[src/rtl/drp_pkg.sv]
// Shared definitions for the dual-role port arbiter.
// Assumes exactly two CC pins per connector.
package drp_pkg;

    localparam int unsigned CC_PINS = 2;

    // Arbiter states; "AW" states qualify a partner before committing.
    typedef enum logic [2:0] {
        ST_UNATT_SNK = 3'd0,
        ST_AW_SNK    = 3'd1,
        ST_UNATT_SRC = 3'd2,
        ST_AW_SRC    = 3'd3,
        ST_TRY_SRC   = 3'd4,
        ST_ATT_SRC   = 3'd5,
        ST_ATT_SNK   = 3'd6
    } drp_state_e;

    // True for every state that presents pull-ups on the pins.
    function automatic logic shows_pullup(drp_state_e s);
        return (s == ST_UNATT_SRC) || (s == ST_AW_SRC) ||
               (s == ST_TRY_SRC)   || (s == ST_ATT_SRC);
    endfunction

endpackage

[src/rtl/drp_dwell_timer.sv]
// Counts cycles spent in the current state and flags when a limit is met.
// Assumes: clr is pulsed on every state change; lim_m1 is the limit minus
// one. The count stops at the limit, so expire stays high until cleared.
module drp_dwell_timer #(
    parameter int unsigned CNT_W = 8
) (
    input  logic             clk,
    input  logic             rst_n,
    input  logic             clr,
    input  logic [CNT_W-1:0] lim_m1,
    output logic             expire
);

    logic [CNT_W-1:0] cnt;

    // Limit reached once the count stands at limit minus one.
    always_comb begin
        expire = (cnt >= lim_m1);
    end

    // Dwell counter: cleared on reset or state change, holds at the limit.
    always_ff @(posedge clk) begin
        if (!rst_n || clr) begin
            cnt <= '0;
        end else if (!expire) begin
            cnt <= cnt + 1'b1;
        end
    end

endmodule

[src/rtl/drp_persist_filter.sv]
// Fires when its input has been high for DEPTH consecutive cycles.
// Assumes: clr restarts the run (used on every state change); hit is
// combinational and is high in the DEPTH-th consecutive high cycle.
module drp_persist_filter #(
    parameter int unsigned DEPTH = 4
) (
    input  logic clk,
    input  logic rst_n,
    input  logic clr,
    input  logic level,
    output logic hit
);

    localparam int unsigned CW = (DEPTH < 2) ? 1 : $clog2(DEPTH);
    localparam logic [CW-1:0] LAST = CW'(DEPTH - 1);

    logic [CW-1:0] run;

    // Condition met when the current high cycle completes the run.
    always_comb begin
        hit = level && (run == LAST);
    end

    // Run-length counter of consecutive high cycles, saturating.
    always_ff @(posedge clk) begin
        if (!rst_n || clr || !level) begin
            run <= '0;
        end else if (run != LAST) begin
            run <= run + 1'b1;
        end
    end

endmodule

[src/rtl/drp_role_fsm.sv]
// Role arbitration state machine for a dual-role port.
// Assumes: partner flags are already synchronised and debounced; the dwell
// timer and the two persistence filters are cleared through clr whenever
// the state changes. Priority in every state that shows pull-ups: dead
// battery first, then qualification, then timeouts.
module drp_role_fsm
    import drp_pkg::*;
#(
    parameter int unsigned TMR_W   = 17,
    parameter int unsigned SNK_CYC = 37500,
    parameter int unsigned SRC_CYC = 37500,
    parameter int unsigned TRY_CYC = 100000
) (
    input  logic               clk,
    input  logic               rst_n,
    input  logic               try_src_en,
    input  logic               dead_batt,
    input  logic [CC_PINS-1:0] partner_rd,
    input  logic [CC_PINS-1:0] partner_rp,
    input  logic               expire,
    input  logic               att_hit,
    input  logic               det_hit,
    output logic               sense,
    output logic               clr,
    output logic [TMR_W-1:0]   lim_m1,
    output logic               rp_pres,
    output logic               src_role,
    output logic               attached
);

    localparam logic [TMR_W-1:0] SNK_M1 = TMR_W'(SNK_CYC - 1);
    localparam logic [TMR_W-1:0] SRC_M1 = TMR_W'(SRC_CYC - 1);
    localparam logic [TMR_W-1:0] TRY_M1 = TMR_W'(TRY_CYC - 1);

    drp_state_e st;
    drp_state_e st_nxt;
    logic       any_rd;
    logic       any_rp;

    // Reduce per-pin partner flags; orientation does not affect the role.
    always_comb begin
        any_rd = |partner_rd;
        any_rp = |partner_rp;
        sense  = shows_pullup(st) ? any_rd : any_rp;
    end

    // Dwell limit for the timed states; others never consult the timer.
    always_comb begin
        unique case (st)
            ST_UNATT_SRC: lim_m1 = SRC_M1;
            ST_TRY_SRC:   lim_m1 = TRY_M1;
            default:      lim_m1 = SNK_M1;
        endcase
    end

    // Next-state decision.
    always_comb begin
        st_nxt = st;
        unique case (st)
            ST_UNATT_SNK: begin
                if (sense) begin
                    st_nxt = ST_AW_SNK;
                end else if (expire && !dead_batt) begin
                    st_nxt = ST_UNATT_SRC;
                end
            end
            ST_AW_SNK: begin
                if (!sense) begin
                    st_nxt = ST_UNATT_SNK;
                end else if (att_hit) begin
                    st_nxt = (try_src_en && !dead_batt) ? ST_TRY_SRC : ST_ATT_SNK;
                end
            end
            ST_UNATT_SRC: begin
                if (dead_batt) begin
                    st_nxt = ST_UNATT_SNK;
                end else if (sense) begin
                    st_nxt = ST_AW_SRC;
                end else if (expire) begin
                    st_nxt = ST_UNATT_SNK;
                end
            end
            ST_AW_SRC: begin
                if (dead_batt) begin
                    st_nxt = ST_UNATT_SNK;
                end else if (!sense) begin
                    st_nxt = ST_UNATT_SRC;
                end else if (att_hit) begin
                    st_nxt = ST_ATT_SRC;
                end
            end
            ST_TRY_SRC: begin
                if (dead_batt || (expire && !att_hit)) begin
                    st_nxt = any_rp ? ST_ATT_SNK : ST_UNATT_SNK;
                end else if (att_hit) begin
                    st_nxt = ST_ATT_SRC;
                end
            end
            ST_ATT_SRC: begin
                if (dead_batt || det_hit) begin
                    st_nxt = ST_UNATT_SNK;
                end
            end
            ST_ATT_SNK: begin
                if (det_hit) begin
                    st_nxt = ST_UNATT_SNK;
                end
            end
            default: st_nxt = ST_UNATT_SNK;
        endcase
    end

    // Restart the timer and filters whenever the state moves.
    always_comb begin
        clr = (st_nxt != st);
    end

    // State register; reset lands in the sink phase (pull-downs shown).
    always_ff @(posedge clk) begin
        if (!rst_n) begin
            st <= ST_UNATT_SNK;
        end else begin
            st <= st_nxt;
        end
    end

    // Role outputs; the dead-battery override acts in the same cycle.
    always_comb begin
        rp_pres  = shows_pullup(st) && !dead_batt;
        src_role = (st == ST_ATT_SRC);
        attached = (st == ST_ATT_SRC) || (st == ST_ATT_SNK);
    end

endmodule

[src/rtl/drp_port_ctrl.sv]
// Dual-role port termination arbiter (top).
// Toggles pull-up and pull-down terminations while unattached, qualifies
// a partner with a persistence filter, optionally tries the source role,
// and drops back to toggling after a detach time. All times are in clock
// cycles; the defaults assume a 1 MHz clock.
// Assumes partner_rd / partner_rp are already debounced and synchronous.
module drp_port_ctrl #(
    parameter int unsigned PERIOD_CYC    = 75000,
    parameter int unsigned SRC_DUTY_PCT  = 50,
    parameter int unsigned ATTACH_DB_CYC = 150000,
    parameter int unsigned DETACH_DB_CYC = 15000,
    parameter int unsigned TRY_WIN_CYC   = 200000
) (
    input  logic       clk,
    input  logic       rst_n,
    input  logic       try_src_en,
    input  logic       dead_batt,
    input  logic [1:0] partner_rd,
    input  logic [1:0] partner_rp,
    output logic [1:0] rp_en,
    output logic [1:0] rd_en,
    output logic       src_role,
    output logic       attached
);

    localparam int unsigned SRC_CYC = (PERIOD_CYC * SRC_DUTY_PCT) / 100;
    localparam int unsigned SNK_CYC = PERIOD_CYC - SRC_CYC;
    localparam int unsigned MAX_A   = (SNK_CYC > SRC_CYC) ? SNK_CYC : SRC_CYC;
    localparam int unsigned TMR_MAX = (MAX_A > TRY_WIN_CYC) ? MAX_A : TRY_WIN_CYC;
    localparam int unsigned TMR_W   = $clog2(TMR_MAX + 1);

    logic             sense;
    logic             clr;
    logic             expire;
    logic             att_hit;
    logic             det_hit;
    logic             rp_pres;
    logic [TMR_W-1:0] lim_m1;

    drp_role_fsm #(
        .TMR_W   (TMR_W),
        .SNK_CYC (SNK_CYC),
        .SRC_CYC (SRC_CYC),
        .TRY_CYC (TRY_WIN_CYC)
    ) i_fsm (
        .clk        (clk),
        .rst_n      (rst_n),
        .try_src_en (try_src_en),
        .dead_batt  (dead_batt),
        .partner_rd (partner_rd),
        .partner_rp (partner_rp),
        .expire     (expire),
        .att_hit    (att_hit),
        .det_hit    (det_hit),
        .sense      (sense),
        .clr        (clr),
        .lim_m1     (lim_m1),
        .rp_pres    (rp_pres),
        .src_role   (src_role),
        .attached   (attached)
    );

    drp_dwell_timer #(
        .CNT_W (TMR_W)
    ) i_dwell (
        .clk    (clk),
        .rst_n  (rst_n),
        .clr    (clr),
        .lim_m1 (lim_m1),
        .expire (expire)
    );

    drp_persist_filter #(
        .DEPTH (ATTACH_DB_CYC)
    ) i_att_filt (
        .clk   (clk),
        .rst_n (rst_n),
        .clr   (clr),
        .level (sense),
        .hit   (att_hit)
    );

    drp_persist_filter #(
        .DEPTH (DETACH_DB_CYC)
    ) i_det_filt (
        .clk   (clk),
        .rst_n (rst_n),
        .clr   (clr),
        .level (!sense),
        .hit   (det_hit)
    );

    // Per-pin switch drive: both pins carry the same termination.
    for (genvar g = 0; g < int'(drp_pkg::CC_PINS); g++) begin : g_pin
        assign rp_en[g] = rp_pres;
        assign rd_en[g] = !rp_pres;
    end

endmodule

[config.mk]
export PLATFORM = sky130hd
export DESIGN_NAME = drp_port_ctrl
export DESIGN_NICKNAME = d
export VERILOG_FILES = /design/src/rtl/drp_pkg.sv /design/src/rtl/drp_dwell_timer.sv /design/src/rtl/drp_persist_filter.sv /design/src/rtl/drp_role_fsm.sv /design/src/rtl/drp_port_ctrl.sv
export SDC_FILE = /design/constraint.sdc
export NUM_CORES = 1
export LEC_CHECK = 0
export ABC_AREA = 0
export BUFFER_PORTS_ARGS = -buffer_cell sky130_fd_sc_hd__buf_4
export CAP_MARGIN = 40
export CORE_MARGIN = 2
export CORE_UTILIZATION = 51
export CTS_BUF_LIST = sky130_fd_sc_hd__clkbuf_4 sky130_fd_sc_hd__clkbuf_8
export CTS_CLUSTER_SIZE = 40
export DETAILED_ROUTE_END_ITERATION = 16
export GPL_ROUTABILITY_DRIVEN = 0
export GPL_TIMING_DRIVEN = 0
export PLACE_DENSITY = 0.68
export SYNTH_ARGS = -nofsm -noshare
export SYNTH_HDL_FRONTEND = slang
export SYNTH_SLANG_ARGS = --single-unit
[constraint.sdc]
create_clock -name clk -period 4.5 [get_ports clk]
set_input_delay 0.45 -clock clk [delete_from_list [all_inputs] [get_ports clk]]
set_output_delay 0.45 -clock clk [all_outputs]
set_load 0.005 [all_outputs]
==> reports/metrics.cfg <==
[yosys]
syn-num-nets=393
syn_inst=379
syn_avg_cell_area_um2=8.39
synth_edf_count=0
synthArstFlopShare=0
yosys.area.top_type_share=0.334
synth_seq_area_share=0.334
synth_common_cells=dfxtp_1, nor2_1, nand2_1
synth_ff_type=dfxtp_1
yosysTopAreaCell=dfxtp_1
yosysUniqueCellTypes=60
netlist_area_mm2=0.00318
ys_warn_count=0
synth_area_leaders=dfxtp_1, xor2_1, nor2_1
yosys_register_bits=53

[routing]
post_drt_wl_per_cell_um=14.4
highest_layer=met4
routed-wl-met2_um=3320
dr.pass1.iters=4
met3_length_um=202
viasPerCell=5.70
wl_um=6860
drc=0
drtIter0Drc=82
num_vias=2708
ant_nets=0
wl_met1_um=3260

[grt]
antenna_found_initial=0
grt_pass1_wl_um=12200
grt_pass1_vias=2622
grt_max_degree=17
track_usage=0.208
grt_overflow=0

[hold_path]
hold_path_end=i_fsm.st[1]
hold_depth=2
hp-start=rst_n
hold_class=in -> reg

[run]
cap_violations=0

[pwr]
cellLeakagePower_uw=0.00119
cellPowerDensity_mw_per_mm2=239
power_frac_comb=0.065
p_int_uw=634
p_seq_frac=0.572
ir_drop_mv=0.163
p_sw_frac=0.237
clkPwrFrac=0.364
p_switching_uw=197

[sta]
relSlewSlack=0.561
setup-violations-final=0
rsz0062_at_grt=false
period_minus_slack_ns=3.77
hold_viol_final=0
fmaxAchievable_mhz=265
tightest_slew_ns=0.658
setup_tns_ns=0
fin_ws_ns=0.726
slew_violations=0
period_share=0.839
clock_skew_ns=0.0104

[die]
die_width_um=82.9
core_area_mm2=0.00596
start_util=0.534
ioPinCount=14
fp.dieArea_mm2=0.00688
dieHeight_um=82.9
core.rowCount=28

[worst_setup_path]
crit_chain=buf_2 > or3b_1 > buf_6 > ha_1 > a211o_1 > a21oi_1 > o21ai_1 > o311ai_4 > mux2_4 > nand2_2 > mux2i_4 > buf_6 > nor4_1
cp_top_family=compound AO/OA/AOI/OAI gates
start_kind=flip-flop
required_ns=4.67
critical_path_buf_inv_count=3
slowest_delay_ns=0.54
cp_slowest_cell=o311ai_4
end_kind=flip-flop
cp_max_fo=10
worst_r2r_endpoint=i_det_filt.run[8]
critPathKind=reg -> reg
cp.arrival_ns=3.94
worstRegToRegCells=13
cp_common_cell=buf_6
r2r_start=i_fsm.st[0]
reg2reg_slack_ns=0.73

[cts]
cts_tree=done
numCtsBuffers=5
clock-sinks=53
cts_root_buffer=clkbuf_8
hold_buffers=0
clk-insertion-delay-late_ns=0.30
cts-resized-gates=0
htreeDepth=2
cts.path.max_buffers=2
postCtsSetupBuffers=0
clkTransAtPathRegs_ns=0.10

[placement]
port-buffer-count=13
dpl_cell_area_mm2=0.00337
place_ws_ns=0.773
hpwlAfterDp_um=4920
dp_cells=467

[final_layout]
layout.cells.non_filler=475
postLayoutCellArea_mm2=0.00347
n_antenna_cell=0
finish.utilization=0.583
drive_above_1_share=0.140
syn2layout_area_growth_pct=9.33
fin_nets=413

[status]
outcome=completed

state kept, by name (all words and copies together) (netlist names):
register        cells
i_att_filt.run     18
i_det_filt.run     14
i_dwell.cnt        18
i_fsm.st            3
worst max path at each step:
stage                     start                  to  slack [ns]  depth (start not counted)
global route        i_fsm.st[0]  i_att_filt.run[10]        0.45                         13
CTS                 i_fsm.st[1]  i_det_filt.run[12]        0.75                         13
global placement    i_fsm.st[0]  i_det_filt.run[12]        0.81                         13
floorplan           i_fsm.st[1]  i_det_filt.run[11]        1.10                         13
finish              i_fsm.st[0]   i_det_filt.run[8]        0.73                         13
detailed placement  i_fsm.st[0]  i_det_filt.run[11]        0.77                         13
cell usage in the layout, fill, tap and decap left out, drive strengths merged, types with 2 or more instances in the layout:
cell type,Yosys,final
or4,2,2
a21boi,2,2
ha,6,6
clkbuf,9,16
and3,6,6
inv,8,9
nand4,19,19
nor2,53,53
nand3,21,21
nand2,32,32
a211oi,2,2
nand2b,2,2
mux2i,8,8
o311ai,2,2
nor2b,4,4
xnor2,16,16
mux2,2,2
buf,13,26
xor2,30,30
nand3b,3,3
o21a,2,2
and2,3,3
nor3,25,25
a211o,2,2
a21oi,9,9
or3b,2,2
nor4,15,15
or4bb,3,3
dfxtp,53,53
o21ai,8,8
power by group through the flow:
stage | sequential [uW] | clock (uW) | combinational, uW
after floorplan | 485 | 0 | 37.1
after global placement | 486 | 0 | 52.6
after detailed placement | 486 | 0 | 53.4
after CTS | 475 | 310 | 53.5
after global routing | 476 | 331 | 60.7
final | 475 | 302 | 53.6
logic make-up after synthesis:
logic type                 share of synthesized area
AOI/OAI and AO/OA                             0.0870
xor gates and xnor gates                       0.127
adders and majority gates                     0.0236
buffers and inverters                         0.0591
DFF                                            0.334
muxes                                         0.0374
and+or+nand+nor                                0.332
area by class of cell:
| type | instances | area, um2 |
|---|---|---|
| fill | 588 | 2480 |
| multi-input combinational | 295 | 1930 |
| sequential | 53 | 1060 |
| buffer | 22 | 141 |
| timing repair buffer | 13 | 97.6 |
| clock buffer | 7 | 96.3 |
| tap | 75 | 93.8 |
| inverter | 9 | 46.3 |
| clock inverter | 1 | 8.76 |
metrics by stage:
stage / hold slack, ns / total power [uW]
after floorplan: 0.486 / 522
after global placement: 0.510 / 538
after detailed placement: 0.529 / 539
after CTS: 0.388 / 838
after global routing: 0.396 / 867
final: 0.391 / 831
per-layer routing:
layer,track usage,vias to the layer above
li1,-,1384
met1,0.273,1268
met2,0.363,48
met3,0.0338,8
met4,0.0387,0
met5,0,-
worst register-to-register path: stages, from the launching register on:
cell and delay, ns:
dfxtp_1 0.31, buf_2 0.16, or3b_1 0.38, buf_6 0.16, ha_1 0.31, a211o_1 0.30, a21oi_1 0.23, o21ai_1 0.16
o311ai_4 0.54, mux2_4 0.36, nand2_2 0.12, mux2i_4 0.35, buf_6 0.20, nor4_1 0.06
(Power assumes the default switching activity.)
